[config.mk]
export PLATFORM = sky130hd
export DESIGN_NAME = bod_mode_guard
export DESIGN_NICKNAME = d
export VERILOG_FILES = /design/src/rtl/bod_mode_pkg.sv /design/src/rtl/bod_mode_ctrl.sv /design/src/rtl/bod_event_path.sv /design/src/rtl/bod_mode_guard.sv
export SDC_FILE = /design/constraint.sdc
export NUM_CORES = 1
export LEC_CHECK = 0
export ABC_CLOCK_PERIOD_IN_PS = 4500
export BUFFER_PORTS_ARGS = -buffer_cell sky130_fd_sc_hd__buf_2
export CAP_MARGIN = 20
export CELL_PAD_IN_SITES_DETAIL_PLACEMENT = 1
export CELL_PAD_IN_SITES_GLOBAL_PLACEMENT = 1
export CORE_AREA = 2 2 52 54
export CTS_CLUSTER_SIZE = 28
export DETAILED_ROUTE_END_ITERATION = 6
export DIE_AREA = 0 0 54 56
export PLACE_DENSITY = 0.71
export SLEW_MARGIN = 20
export SYNTH_ARGS = -nofsm -noshare
export SYNTH_HDL_FRONTEND = slang
export SYNTH_HIERARCHICAL = 1
export SYNTH_SLANG_ARGS = --single-unit
[constraint.sdc]
create_clock -name clk -period 4.5 [get_ports clk]
set_input_delay 0.675 -clock clk [delete_from_list [all_inputs] [get_ports clk]]
set_output_delay 0.675 -clock clk [all_outputs]
set_load 0.1 [all_outputs]
[src/rtl/bod_mode_pkg.sv]
package bod_mode_pkg;
  typedef enum logic [2:0] {
    PS_RUN    = 3'd0,
    PS_SLEEP  = 3'd1,
    PS_WAIT   = 3'd2,
    PS_RETAIN = 3'd3,
    PS_BACKUP = 3'd4
  } pwrState_e;

  typedef enum logic [1:0] {
    CAL_CHECK = 2'd0,
    CAL_BUSY  = 2'd1,
    CAL_DONE  = 2'd2
  } calPhase_e;

  typedef struct packed {
    logic cmpOn;        // comparator powered
    logic lowPwr;       // deep power-save state
    logic backToActive; // first cycle awake after a deep state
    logic sampleSel;    // sampled operation selected
  } bodStrobes_t;
endpackage

[src/rtl/bod_mode_ctrl.sv]
module bod_mode_ctrl
  import bod_mode_pkg::*;
#(
  parameter int CAL_CYCLES = 16
) (
  input  logic        clk,
  input  logic        rstN,
  input  logic [2:0]  pwrMode,
  input  logic        sampleMode,
  input  logic        calDoneIn,
  output bodStrobes_t strb,
  output logic        coreHold,
  output logic        calDone
);
  localparam int CNT_W = $clog2(CAL_CYCLES) + 1;
  localparam logic [CNT_W-1:0] CNT_LAST = CNT_W'(CAL_CYCLES - 1);

  logic       isActive;
  logic       wasLowQ;
  calPhase_e  phaseQ;
  logic [CNT_W-1:0] calCnt;

  // RUN and SLEEP are the awake states; every other code is deep
  assign isActive = (pwrMode == PS_RUN) || (pwrMode == PS_SLEEP);

  always_comb begin
    strb.sampleSel    = sampleMode;
    strb.lowPwr       = !isActive;
    strb.cmpOn        = sampleMode || isActive;
    strb.backToActive = isActive && wasLowQ;
  end

  always_ff @(posedge clk) begin
    if (!rstN) wasLowQ <= 1'b0;
    else       wasLowQ <= !isActive;
  end

  // Reset-time calibration check and busy period
  always_ff @(posedge clk) begin
    if (!rstN) begin
      phaseQ   <= CAL_CHECK;
      calCnt   <= '0;
      coreHold <= 1'b1;
      calDone  <= 1'b0;
    end else begin
      unique case (phaseQ)
        CAL_CHECK: begin
          calCnt <= '0;
          if (calDoneIn) begin
            phaseQ   <= CAL_DONE;
            coreHold <= 1'b0;
            calDone  <= 1'b1;
          end else begin
            phaseQ <= CAL_BUSY;
          end
        end
        CAL_BUSY: begin
          if (calCnt == CNT_LAST) begin
            phaseQ   <= CAL_DONE;
            coreHold <= 1'b0;
            calDone  <= 1'b1;
          end else begin
            calCnt <= calCnt + 1'b1;
          end
        end
        default: begin
          phaseQ <= CAL_DONE;
        end
      endcase
    end
  end
endmodule

[src/rtl/bod_event_path.sv]
module bod_event_path
  import bod_mode_pkg::*;
#(
  parameter int SAMPLES = 2
) (
  input  logic        clk,
  input  logic        rstN,
  input  bodStrobes_t strb,
  input  logic        cmpFlag,
  input  logic        sampleTick,
  input  logic        rstActEn,
  input  logic        irqActEn,
  input  logic        pendClr,
  output logic        resetReq,
  output logic        irqReq,
  output logic        irqPending
);
  localparam int SMP_W = (SAMPLES < 2) ? 2 : SAMPLES;

  logic [SMP_W-1:0] smpQ;
  logic contQ;
  logic brownEvt;
  logic irqNow;
  logic irqDefer;

  // Sample history: only advanced on the slow tick, flushed when unused
  always_ff @(posedge clk) begin
    if (!rstN || !strb.sampleSel) smpQ <= '0;
    else if (sampleTick)          smpQ <= {smpQ[SMP_W-2:0], cmpFlag};
  end

  // Continuous path: one register, gated by the comparator enable
  always_ff @(posedge clk) begin
    if (!rstN) contQ <= 1'b0;
    else       contQ <= strb.cmpOn && !strb.sampleSel && cmpFlag;
  end

  generate
    if (SAMPLES < 2) begin : g_oneSample
      assign brownEvt = strb.sampleSel ? smpQ[0] : contQ;
    end else begin : g_multiSample
      assign brownEvt = strb.sampleSel ? (&smpQ) : contQ;
    end
  endgenerate

  assign irqNow   = brownEvt && irqActEn && !strb.lowPwr;
  assign irqDefer = brownEvt && irqActEn && strb.lowPwr;

  always_ff @(posedge clk) begin
    if (!rstN) begin
      resetReq   <= 1'b0;
      irqReq     <= 1'b0;
      irqPending <= 1'b0;
    end else begin
      resetReq <= brownEvt && rstActEn;
      irqReq   <= irqNow || (irqPending && strb.backToActive);
      if (irqDefer)     irqPending <= 1'b1;
      else if (pendClr) irqPending <= 1'b0;
    end
  end
endmodule

[src/rtl/bod_mode_guard.sv]
module bod_mode_guard
  import bod_mode_pkg::*;
#(
  parameter int CAL_CYCLES = 16,
  parameter int SAMPLES    = 2
) (
  input  logic       clk,
  input  logic       rstN,
  input  logic [2:0] pwrMode,
  input  logic       sampleMode,
  input  logic       cmpFlag,
  input  logic       rstActEn,
  input  logic       irqActEn,
  input  logic       sampleTick,
  input  logic       pendClr,
  input  logic       calDoneIn,
  output logic       cmpEn,
  output logic       resetReq,
  output logic       irqReq,
  output logic       irqPending,
  output logic       coreHold,
  output logic       calDone
);
  bodStrobes_t strb;

  bod_mode_ctrl #(.CAL_CYCLES(CAL_CYCLES)) i_ctrl (
    .clk       (clk),
    .rstN      (rstN),
    .pwrMode   (pwrMode),
    .sampleMode(sampleMode),
    .calDoneIn (calDoneIn),
    .strb      (strb),
    .coreHold  (coreHold),
    .calDone   (calDone)
  );

  bod_event_path #(.SAMPLES(SAMPLES)) i_path (
    .clk       (clk),
    .rstN      (rstN),
    .strb      (strb),
    .cmpFlag   (cmpFlag),
    .sampleTick(sampleTick),
    .rstActEn  (rstActEn),
    .irqActEn  (irqActEn),
    .pendClr   (pendClr),
    .resetReq  (resetReq),
    .irqReq    (irqReq),
    .irqPending(irqPending)
  );

  assign cmpEn = strb.cmpOn;
endmodule

# After elaboration in Yosys (flattened, before gate mapping)
# Index checks and enable logic that the tools add are counted.
# totals
reg_bits	16
inputBits	12
out_inout_bits	6
# classes
eq_ne	6
n_reduce_logical	22
n_addsub	1
muxes	14
# ops
op	count
one-hot mux 5 bit (2 select lines)	1
logical AND 1 bit	8
2-to-1 mux 1 bit	7
adder 5 x 1 -> 5 bit (second input constant)	1
== test 5 x 4 -> 1 bit (second input constant)	1
2-to-1 mux 5 bit	1
logical OR 1 bit	4
2-to-1 mux 2 bit	2
inequality test 2 bit (second input constant)	2
one-hot mux 1 bit (2 select lines)	2
one-hot mux 2 bit (2 select lines)	1
AND reduction 2 bit	2
nonzero test 2 bit	2
== test 3 x 1 -> 1 bit (second input constant)	1
logical NOT 1 bit	3
logical NOT 3 bit	1
AND reduction 3 bit	1
== test 2 x 1 -> 1 bit (second input constant)	1
logical NOT 2 bit	1
inequality test 2 x 1 -> 1 bit (second input constant)	1

# Longest topological paths before layout
# depth
word_depth	5
mapped_depth	7

# By module
# The synthesis kept the hierarchy.
# modules_own_cells
mod	area_per_inst_um2	seq_area_each_um2	n_inst	cells_per_inst
bod_mode_ctrl	489.2	200.2	1	55
bod_event_path	215.2	120.1	1	22

# Worst setup path after synthesis
# OpenSTA, ideal clock, no wires.
# synth_path
kind	input-to-output
from	input port pwrMode[2]
to	output port cmpEn
required_ns	3.825
setup_slack_ns	2.525
t_arrival_ns	1.300
stages	2
path_buffers	0
cell_sequence	nor2_1 or2_2
# synth_via
elab_chain_len	3
# synth_rtl
element	line_no	text
start: declaration	bod_mode_guard.sv:9	input logic [2:0] pwrMode,
== test 3 x 1 -> 1 bit / logical NOT 3 bit (equally long branches)	bod_mode_ctrl.sv:24	assign isActive = (pwrMode == PS_RUN) || (pwrMode == PS_SLEEP);
logical OR 1 bit (*)	bod_mode_ctrl.sv:24	
logical OR 1 bit (*)	bod_mode_ctrl.sv:29	strb.cmpOn = sampleMode || isActive;
end: declaration	bod_mode_guard.sv:17	output logic cmpEn,
# Every way passes the cells marked *; elsewhere a longest branch is shown, timed or not.

# Worst setup path after layout
# Ends and elaborated chain as after synthesis.

==> results.json <==
{
  "top_level_ports": 18,
  "start_kind": "input pin",
  "setup_repair_after_global_routing_missed_its_margin": "no",
  "grt_pass1_wl_mm": 2.387,
  "port-buffer-count": 16,
  "grtUsageTotal_pct": 10.82,
  "grt_max_degree": 18,
  "cts_sinks": 16,
  "root_buffer": "clkbuf_4",
  "final_nets": 108,
  "die_h_um": 56,
  "fin_util_pct": 33.85,
  "avgRoutedWirePerCell_um": 12.18,
  "worst_path_most_repeated_cell": "buf_2",
  "number_of_detailed_route_iterations_in_the_first_pass": 2,
  "clock_path_buffers": 2,
  "final_min_period_over_clock_period_pct": 49.64,
  "synth_top_cell_by_area": "dfxtp_1",
  "hold_buffers": 0,
  "run_status": "completed",
  "mappedNetlistArea_um2": 704.4,
  "number_of_synthesized_register_bits": 16,
  "worst-endpoint-required_ns": 3.83,
  "crit_path_end_kind": "primary output",
  "clk-insertion-delay-late_ns": 0.29,
  "antenna_cells": 0,
  "drt-total-wl_mm": 1.498,
  "layout_common_cells": "dfxtp_1 (16), buf_2 (16), nor2_1 (8), nand3_1 (8), nand2_1 (5)",
  "core.rowCount": 18,
  "initial_core_util_pct": 28.96,
  "cp.depth": 4,
  "power.ir.vdd_worst_v": 0.0001371,
  "timing.final.max_slew_violations": 0,
  "mappedNetlistNets": 91,
  "die-width_um": 54,
  "timing.setup.critical_path_class": "in2out",
  "crit_family": "buffers and inverters",
  "final_area_um2": 823.3,
  "ctsResizeCount": 0,
  "netlist_top_cells_area": "dfxtp_1 (45%), nand3_1 (5.7%), mux2i_1 (4.3%)",
  "cts_made_buffers": 3,
  "period_needed_ns": 2.234,
  "overflow": 0,
  "post_synth.cell_area_avg_um2": 9.148,
  "total_power_uw": 288.4,
  "place.gp.congestion": 0.7241,
  "n_fill_cell": 297,
  "final-hold-violation-count": 0,
  "detailroute.via_count": 612,
  "timing.final.ws_setup_ns": 2.266,
  "htree_num_levels": 1,
  "ff2ff_path_depth": 6,
  "core-area_mm2": 0.002432,
  "timing.critical_path.buf_inv": 2,
  "share_of_cells_above_drive_strength_1_pct": 25.81,
  "totalNegativeSetupSlack_ns": 0,
  "pwr_density_cell_mw_per_mm2": 350.3,
  "area.sequential_um2": 320.3,
  "critical_path_peak_fanout": 4,
  "synthDistinctLibCells": 30,
  "drt-vias-per-instance": 4.976,
  "synth.yosys.warnings": 6,
  "worstPathArrival_ns": 1.56,
  "timing_worst_slew_pin_value_ns": 0.4859,
  "highest_clock_rate_mhz": 447.7,
  "post-route-drc-count": 0,
  "cts_tree": "yes",
  "hold_crit_class": "reg2reg",
  "syn_inst": 77,
  "static-leakage-power_uw": 0.0003724,
  "dr.first_iter.drc_count": 7,
  "max_stage_delay_ns": 0.41,
  "place_hpwl_mm": 1.121,
  "number_of_global_route_vias_before_repair": 560,
  "die_outline_area_mm2": 0.003024,
  "critical_path.slowest_cell": "buf_2",
  "crit_chain": "buf_2 -> nor2_1 -> or2_2 -> buf_2",
  "multi_input_gate_area_in_the_final_layout_um2": 337.8,
  "whs_path_depth": 2,
  "count_of_maximum_capacitance_violations": 0,
  "post_cts_setup_buffer_count": 0,
  "area_growth_synth_to_finish_pct": 16.87,
  "grt_antenna_before_repair": 0,
  "proportion_of_synthesized_chip_area_in_sequential_cells_pct": 45.47,
  "placed_area_um2": 787.0,
  "clkSlewWorstSetupHoldPaths_ns": 0.09,
  "maxSlewHeadroom_pct": 67.83,
  "skew_ns": 0.004415,
  "pre_cts_slack_ns": 2.248,
  "synth_top_area_share_pct": 45.47,
  "route.antenna.remaining_nets": 0,
  "setup_viol": 0
}
worst paths after layout:
path                                        from          endpoint  slack, ns
worst max-delay path                  pwrMode[2]             cmpEn       2.27
worst min-delay path             i_ctrl/coreHold   i_ctrl/coreHold       0.47
worst max register to register  i_ctrl/calCnt[0]  i_ctrl/calCnt[3]       2.61
worst min register to register   i_ctrl/coreHold   i_ctrl/coreHold       0.47
registers in the layout, summed over array words and instances (netlist names):
name / count
i_ctrl/calCnt: 5
i_ctrl/calDone: 1
i_ctrl/coreHold: 1
i_ctrl/phaseQ: 2
i_ctrl/wasLowQ: 1
i_path/contQ: 1
i_path/irqPending: 1
i_path/irqReq: 1
i_path/resetReq: 1
i_path/smpQ: 2
layer usage:
metal | global-route usage (%) | wire length [um]
met1 | 12.93 | 675
met5 | 0 | 0
met3 | 2.688 | 94
met4 | 6.429 | 29
met2 | 16.90 | 698
through the flow:
| stage | hold slack (ns) | std cells |
|---|---|---|
| after detailed placement | 0.4532 | 119 |
| after floorplan | 0.4556 | 77 |
| after global placement | 0.4472 | 119 |
| after global routing | 0.5155 | 123 |
| after CTS | 0.4746 | 123 |
| final | 0.4690 | 123 |
power breakdown:
part	total [uW]	internal (uW)	leakage, uW	switching [uW]
Combinational	39.8	11.2	0.000221	28.5
Clock	96.1	49.3	0.0000210	46.8
Sequential	153	147	0.000131	5.91
cell usage after synthesis, drive strengths merged:
| master | count |
|---|---|
| a21oi | 2 |
| a22oi | 1 |
| a31oi | 2 |
| and2 | 2 |
| and3 | 1 |
| and4b | 1 |
| buf | 4 |
| dfxtp | 16 |
| ha | 2 |
| inv | 3 |
| mux2i | 3 |
| nand2 | 6 |
| nand2b | 1 |
| nand3 | 8 |
| nand3b | 1 |
| nand4 | 1 |
| nand4b | 2 |
| nor2 | 8 |
| nor2b | 2 |
| nor3 | 2 |
| o21a | 1 |
| o21ai | 5 |
| o22ai | 1 |
| or2 | 1 |
| or4 | 1 |
layout make-up:
cell class	instances	share of cell area, %
Multi-Input combinational cell	54	41.03
Clock buffer	4	4.407
Timing Repair Buffer	16	9.726
Tap cell	30	4.559
Sequential cell	16	38.91
Inverter	3	1.368
kinds of logic after synthesis:
kind of cell	share of synthesized area [%]
AO/OA/AOI/OAI	9.770
AND/OR/NAND/NOR	30.38
buffers and inverters	6.571
adder cells (fa/ha/maj)	3.552
multiplexers	4.263
flip-flops	45.47
worst reg2reg max path, cell delays in order, from the launching register on:
cell      delay [ns]
dfxtp_1         0.39
ha_1            0.26
and3_1          0.20
ha_1            0.29
nand4b_4        0.21
or4_1           0.40
nand3_1         0.09
Note: power is estimated with default switching activity, not from simulation.
